`src/rtl/iso_io_pkg.sv`:
```
package iso_io_pkg;

    localparam int unsigned BYTE_W = 8;
    localparam int unsigned GROUPS = 2;
    localparam int unsigned IO_W   = BYTE_W * GROUPS;
    localparam int unsigned ADDR_W = 3;
    localparam int unsigned STAT_PAD = BYTE_W - 3;

    localparam logic [ADDR_W-1:0] OFF_DRV_LO = 3'd0;
    localparam logic [ADDR_W-1:0] OFF_IN_LO  = 3'd1;
    localparam logic [ADDR_W-1:0] OFF_IRQEN  = 3'd2;
    localparam logic [ADDR_W-1:0] OFF_FLTALL = 3'd3;
    localparam logic [ADDR_W-1:0] OFF_DRV_HI = 3'd4;
    localparam logic [ADDR_W-1:0] OFF_IN_HI  = 3'd5;
    localparam logic [ADDR_W-1:0] OFF_STAT   = 3'd6;
    localparam logic [ADDR_W-1:0] OFF_FLTSEL = 3'd7;

    typedef struct packed {
        logic [GROUPS-1:0] drv_wr;
        logic              irq_on;
        logic              irq_off;
        logic              irq_clr;
        logic              flt_on;
        logic              flt_off;
        logic              flt_sel;
    } act_t;

endpackage

```
`src/rtl/iso_io_decode.sv`:
```
module iso_io_decode
    import iso_io_pkg::*;
(
    input  logic [ADDR_W-1:0] addr,
    input  logic              rd_stb,
    input  logic              wr_stb,
    output act_t              act
);

    logic rd_eff;

    always_comb begin
        rd_eff = rd_stb & ~wr_stb;
        act    = '0;
        act.drv_wr[0] = wr_stb && (addr == OFF_DRV_LO);
        act.drv_wr[1] = wr_stb && (addr == OFF_DRV_HI);
        act.irq_clr   = wr_stb && (addr == OFF_IN_LO);
        act.irq_off   = wr_stb && (addr == OFF_IRQEN);
        act.irq_on    = rd_eff && (addr == OFF_IRQEN);
        act.flt_off   = wr_stb && (addr == OFF_FLTALL);
        act.flt_on    = rd_eff && (addr == OFF_FLTALL);
        act.flt_sel   = wr_stb && (addr == OFF_FLTSEL);
    end

endmodule

```
`src/rtl/iso_io_outlatch.sv`:
```
module iso_io_outlatch #(
    parameter int unsigned BW = 8,
    parameter int unsigned NG = 2
) (
    input  logic             clk,
    input  logic             rst_n,
    input  logic [NG-1:0]    wr_grp,
    input  logic [BW-1:0]    wdata,
    output logic [NG*BW-1:0] drive
);

    localparam int unsigned W = NG * BW;

    typedef struct packed {
        logic [W-1:0] drv;
    } lat_t;

    lat_t lat_d, lat_q;

    always_comb begin
        lat_d = lat_q;
        for (int g = 0; g < int'(NG); g++) begin
            if (wr_grp[g]) lat_d.drv[g*BW +: BW] = wdata;
        end
    end

    always_ff @(posedge clk) begin
        if (!rst_n) lat_q <= '0;
        else        lat_q <= lat_d;
    end

    assign drive = lat_q.drv;

endmodule

```
`src/rtl/iso_io_filter.sv`:
```
module iso_io_filter #(
    parameter int unsigned FW = 16,
    parameter int unsigned MW = 8
) (
    input  logic          clk,
    input  logic          rst_n,
    input  logic          flt_on,
    input  logic          flt_off,
    input  logic          flt_sel,
    input  logic [MW-1:0] wdata,
    output logic [FW-1:0] filt_en
);

    typedef struct packed {
        logic          glob;
        logic [MW-1:0] mask;
    } flt_t;

    flt_t flt_d, flt_q;

    always_comb begin
        flt_d = flt_q;
        if (flt_sel) flt_d.mask = wdata;
        if (flt_on)  flt_d.glob = 1'b1;
        if (flt_off) begin
            flt_d.glob = 1'b0;
            flt_d.mask = '0;
        end
    end

    always_ff @(posedge clk) begin
        if (!rst_n) flt_q <= '0;
        else        flt_q <= flt_d;
    end

    for (genvar i = 0; i < int'(FW); i++) begin : g_fen
        if (i < int'(MW)) begin : g_sel
            assign filt_en[i] = flt_q.glob | flt_q.mask[i];
        end else begin : g_glob
            assign filt_en[i] = flt_q.glob;
        end
    end

endmodule

```
`src/rtl/iso_io_irq.sv`:
```
module iso_io_irq #(
    parameter int unsigned W = 16
) (
    input  logic         clk,
    input  logic         rst_n,
    input  logic [W-1:0] din,
    input  logic         irq_on,
    input  logic         irq_off,
    input  logic         irq_clr,
    output logic         ien,
    output logic         pend,
    output logic         irq
);

    typedef struct packed {
        logic [W-1:0] prev;
        logic         en;
        logic         pend;
    } irq_t;

    irq_t st_d, st_q;
    logic chg;

    always_comb begin
        chg        = |(din ^ st_q.prev);
        st_d       = st_q;
        st_d.prev  = din;
        if (irq_on)  st_d.en = 1'b1;
        if (irq_off) st_d.en = 1'b0;
        st_d.pend  = (st_q.pend & ~irq_clr) | (st_q.en & chg);
    end

    always_ff @(posedge clk) begin
        if (!rst_n) st_q <= '0;
        else        st_q <= st_d;
    end

    assign ien  = st_q.en;
    assign pend = st_q.pend;
    assign irq  = st_q.pend & st_q.en;

endmodule

```
`src/rtl/iso_io_window.sv`:
```
module iso_io_window
    import iso_io_pkg::*;
(
    input  logic              clk,
    input  logic              rst_n,
    input  logic [ADDR_W-1:0] addr,
    input  logic              rd_stb,
    input  logic              wr_stb,
    input  logic [BYTE_W-1:0] wdata,
    output logic [BYTE_W-1:0] rdata,
    input  logic [IO_W-1:0]   din,
    output logic [IO_W-1:0]   drive,
    output logic [IO_W-1:0]   filt_en,
    output logic              irq
);

    act_t act;
    logic ien_w;
    logic pend_w;
    logic [BYTE_W-1:0] mux_d;

    iso_io_decode u_dec (
        .addr   (addr),
        .rd_stb (rd_stb),
        .wr_stb (wr_stb),
        .act    (act)
    );

    iso_io_outlatch #(.BW(BYTE_W), .NG(GROUPS)) u_out (
        .clk    (clk),
        .rst_n  (rst_n),
        .wr_grp (act.drv_wr),
        .wdata  (wdata),
        .drive  (drive)
    );

    iso_io_filter #(.FW(IO_W), .MW(BYTE_W)) u_flt (
        .clk     (clk),
        .rst_n   (rst_n),
        .flt_on  (act.flt_on),
        .flt_off (act.flt_off),
        .flt_sel (act.flt_sel),
        .wdata   (wdata),
        .filt_en (filt_en)
    );

    iso_io_irq #(.W(IO_W)) u_irq (
        .clk     (clk),
        .rst_n   (rst_n),
        .din     (din),
        .irq_on  (act.irq_on),
        .irq_off (act.irq_off),
        .irq_clr (act.irq_clr),
        .ien     (ien_w),
        .pend    (pend_w),
        .irq     (irq)
    );

    always_comb begin
        unique case (addr)
            OFF_DRV_LO: mux_d = drive[0 +: BYTE_W];
            OFF_IN_LO:  mux_d = din[0 +: BYTE_W];
            OFF_DRV_HI: mux_d = drive[BYTE_W +: BYTE_W];
            OFF_IN_HI:  mux_d = din[BYTE_W +: BYTE_W];
            OFF_STAT:   mux_d = {{STAT_PAD{1'b0}}, pend_w, ien_w, ien_w};
            OFF_FLTSEL: mux_d = filt_en[0 +: BYTE_W];
            default:    mux_d = '0;
        endcase
        rdata = rd_stb ? mux_d : '0;
    end

endmodule

```
`config.mk`:
```
export PLATFORM = sky130hd
export DESIGN_NAME = iso_io_window
export DESIGN_NICKNAME = d
export VERILOG_FILES = /design/src/rtl/iso_io_pkg.sv /design/src/rtl/iso_io_decode.sv /design/src/rtl/iso_io_outlatch.sv /design/src/rtl/iso_io_filter.sv /design/src/rtl/iso_io_irq.sv /design/src/rtl/iso_io_window.sv
export SDC_FILE = /design/constraint.sdc
export NUM_CORES = 1
export LEC_CHECK = 0
export ABC_AREA = 1
export CORE_MARGIN = 2
export CORE_UTILIZATION = 25
export DETAILED_ROUTE_END_ITERATION = 10
export PLACE_DENSITY = 0.48
export SYNTH_ARGS = -nofsm -noshare
export SYNTH_HDL_FRONTEND = slang
export SYNTH_SLANG_ARGS = --single-unit
```
`constraint.sdc`:
```
create_clock -name clk -period 1.4 [get_ports clk]
set_input_delay 0.35 -clock clk [delete_from_list [all_inputs] [get_ports clk]]
set_output_delay 0.35 -clock clk [all_outputs]
set_load 0.05 [all_outputs]
```
==> results.py <==
metrics = {
    "status": {
        "outcome": "finished with violations",
        "violations": "setup timing",
    },
    "clock_tree": {
        "clkSlewWorstSetupHoldPaths_ns": 0.08,
        "insertion_delay_ns": 0.29,
        "cts-buffers-inserted": 5,
        "postCtsHoldBufs": 0,
        "clock_sinks": 43,
        "cts_tree": "done",
        "root_buffer": "clkbuf_8",
        "h-tree-depth": 2,
        "cts.path.max_buffers": 2,
    },
    "routing": {
        "wl_mm": 7.62,
        "drtIter0Drc": 98,
        "via_per_inst": 4.35,
        "vias": 2568,
        "detail-route-antenna-nets": 0,
        "firstDrtPassIters": 5,
        "drc": 0,
        "wire_per_inst_um": 12.9,
    },
    "worst_hold_path": {
        "hp-start": "din[3]",
        "holdPathEnd": "u_irq.st_q[5]$_SDFF_PN0_",
        "hold_class": "in2reg",
        "whs_path_depth": 3,
    },
    "critical_path": {
        "crit_arrival_ns": 1.46,
        "cp-end-kind": "output pin",
        "critPathKind": "reg2out",
        "path_max_fanout": 6,
        "cp-start-kind": "register",
        "worstReg2RegStart": "u_irq.st_q[7]$_SDFF_PN0_",
        "r2r_slack_ns": 0.38,
        "worstPathRequired_ns": 1.05,
        "rr_worst_depth": 9,
        "timing.rr.end": "u_irq.pend$_SDFF_PN0_",
    },
    "sta": {
        "tns_ns": -4.82,
        "hold_viol": 0,
        "setup_slack_ns": -0.409,
        "min_period_over_period": 1.29,
        "tightest_slew_ns": 0.283,
        "fin_skew_ns": 0.000944,
        "worst_hold_slack_ns": 0.333,
        "finalSetupViolations": 24,
        "clock.fmax_ghz": 0.553,
        "relSlewSlack": 0.811,
        "fin_crit_ns": 1.81,
        "drv_slew": 0,
        "rsz0062_at_grt": "true",
    },
    "synthesis": {
        "yosysUniqueCellTypes": 27,
        "yosys.area.top_type_share": 0.389,
        "synth_edf_count": 0,
        "avgSynthCellArea_um2": 6.46,
        "synth_warnings": 0,
        "ys_seq_elements": 43,
        "synth_seq_area_share": 0.389,
        "synthTopCellsByArea": "dfxtp_1 39%, nand2_1 16%, inv_1 12%",
        "synth.largest_area_cell": "dfxtp_1",
        "yosysMostFrequentCell": "nand2_1",
        "async_reset_ff_frac": 0,
        "syn_nets": 374,
        "synth_commonest_cells": "95 x nand2_1, 71 x inv_1, 43 x dfxtp_1",
        "synth_ff_type": "dfxtp_1",
        "syn_inst": 343,
        "synth_area_um2": 2210,
    },
    "power": {
        "p_total_mw": 3.10,
        "leakagePower_nw": 2.17,
        "power.density_nw_per_um2": 688,
        "ir_drop_uv": 375,
    },
    "floorplanning": {
        "dieArea_um2": 9630,
        "num_rows": 34,
        "coreArea_um2": 8640,
        "start_util": 0.256,
        "die_w_um": 98.1,
        "ios": 72,
        "dieHeight_um": 98.1,
    },
    "cells_and_area": {
        "fin_nets": 514,
        "fillers": 821,
        "multi_input_area_um2": 1310,
        "stdcell_area_um2": 4510,
        "fin_util": 0.522,
        "final_layout_size_suffix_gt1_frac": 0.460,
        "layout-area-overhead-vs-synth_pct": 103,
        "register_area_um2": 885,
        "num_antenna_cells": 0,
    },
    "global_route": {
        "grt_first_pass_wirelength_mm": 12.6,
        "grt_usage": 0.164,
        "grt_start_max_net_pins": 17,
        "grt_pass1_vias": 2640,
        "gr-total-overflow": 0,
        "antenna_found_initial": 0,
    },
    "job": {
        "maxCapViolations": 0,
    },
    "place": {
        "dpl-instance-area_um2": 4040,
        "globalplace.congestion": 0.836,
        "portBuffers": 71,
        "hpwl_mm": 6.15,
    },
}
-- per-layer routing --
layer,GRT usage,part of all wire,vias up
li1,-,-,1334
met1,0.209,0.45,1159
met2,0.280,0.49,61
met3,0.0336,0.047,14
met4,0.0491,0.022,0
met5,0,0,-
-- cells in the final DEF, fill, tap and decap left out, types with 2 or more instances in the layout --
cell	Yosys	routed
a21oi_1	27	25
o21ai_0	14	13
nor2_2	1	6
nand2_4	0	8
o221ai_2	0	3
nand3_1	8	7
clkbuf_8	0	5
o22ai_1	10	2
o31a_2	0	2
buf_12	0	41
dfxtp_2	0	16
dlymetal6s2s_1	0	9
nand2_1	95	80
o22ai_4	0	2
dfxtp_1	43	26
buf_4	9	61
nand3_4	0	2
or2_4	0	3
nand2_8	0	3
nor2_4	1	7
o22ai_2	0	6
nand2_2	1	5
inv_1	71	58
buf_6	1	13
nor2_1	24	13
clkdlybuf4s50_1	0	14
inv_2	8	19
buf_8	0	3
o21ai_2	1	3
dlygate4sd2_1	0	4
o21ai_1	8	7
-- critical path: stages (launching register included) --
cell	delay, ns
dfxtp_4	0.41
clkinv_8	0.11
buf_4	0.16
a21oi_4	0.16
nor3_4	0.06
nor2_4	0.11
buf_12	0.14
-- power breakdown --
part	internal [mW]	total [mW]	switching, mW
Combinational	0.447	0.926	0.479
Clock	0.451	0.869	0.417
Sequential	1.27	1.30	0.0310
Total	2.17	3.10	0.928
-- worst max-delay path by stage --
stage	start	to	slack, ns	cells after the start
2_1_floorplan	u_flt.filt_en[8]$_SDFFE_PP0P_	rdata[7]	-0.11	5
3_3_place_gp	addr[0]	rdata[1]	-0.88	9
3_5_place_dp	addr[0]	rdata[1]	-0.92	9
4_1_cts	addr[0]	rdata[3]	-0.44	9
5_1_grt	u_flt.filt_en[8]$_SDFFE_PP0P_	rdata[3]	-0.46	6
6_report	u_flt.filt_en[8]$_SDFFE_PP0P_	rdata[3]	-0.41	6
-- area by class of cell --
class	instances	area share
Tap cell	108	0.0300
Sequential cell	43	0.196
Inverter	79	0.0691
Multi-Input combinational cell	207	0.290
Clock buffer	7	0.0217
Timing Repair Buffer	147	0.393
-- sequential cells by signal, indices dropped and copies added, names as in the netlist --
register / count
u_flt.filt_en: 1
u_irq.ien: 1
u_out.drive: 16
u_flt.flt_q: 8
u_irq.st_q: 16
u_irq.pend: 1
-- metrics by stage --
step	instances	setup WS [ns]
3_3_place_gp	577	-0.882
2_1_floorplan	343	-0.106
5_1_grt	591	-0.459
6_report	591	-0.409
3_5_place_dp	577	-0.923
4_1_cts	587	-0.443
-- cells by family after synthesis --
| group | after synthesis | synth area share |
|---|---|---|
| compound gates | 68 | 0.176 |
| flops | 43 | 0.389 |
| simple gates | 139 | 0.258 |
| buf+inv | 93 | 0.177 |
-- what timing repair did --
item | CTS | global route
buffers inserted | 4 | 5
gates cloned | 0 | 0
pin swaps | 18 | 25
endpoints found under the setup margin | 45 | 34
resized for setup | 67 | 46
(Power assumes the default switching activity.)
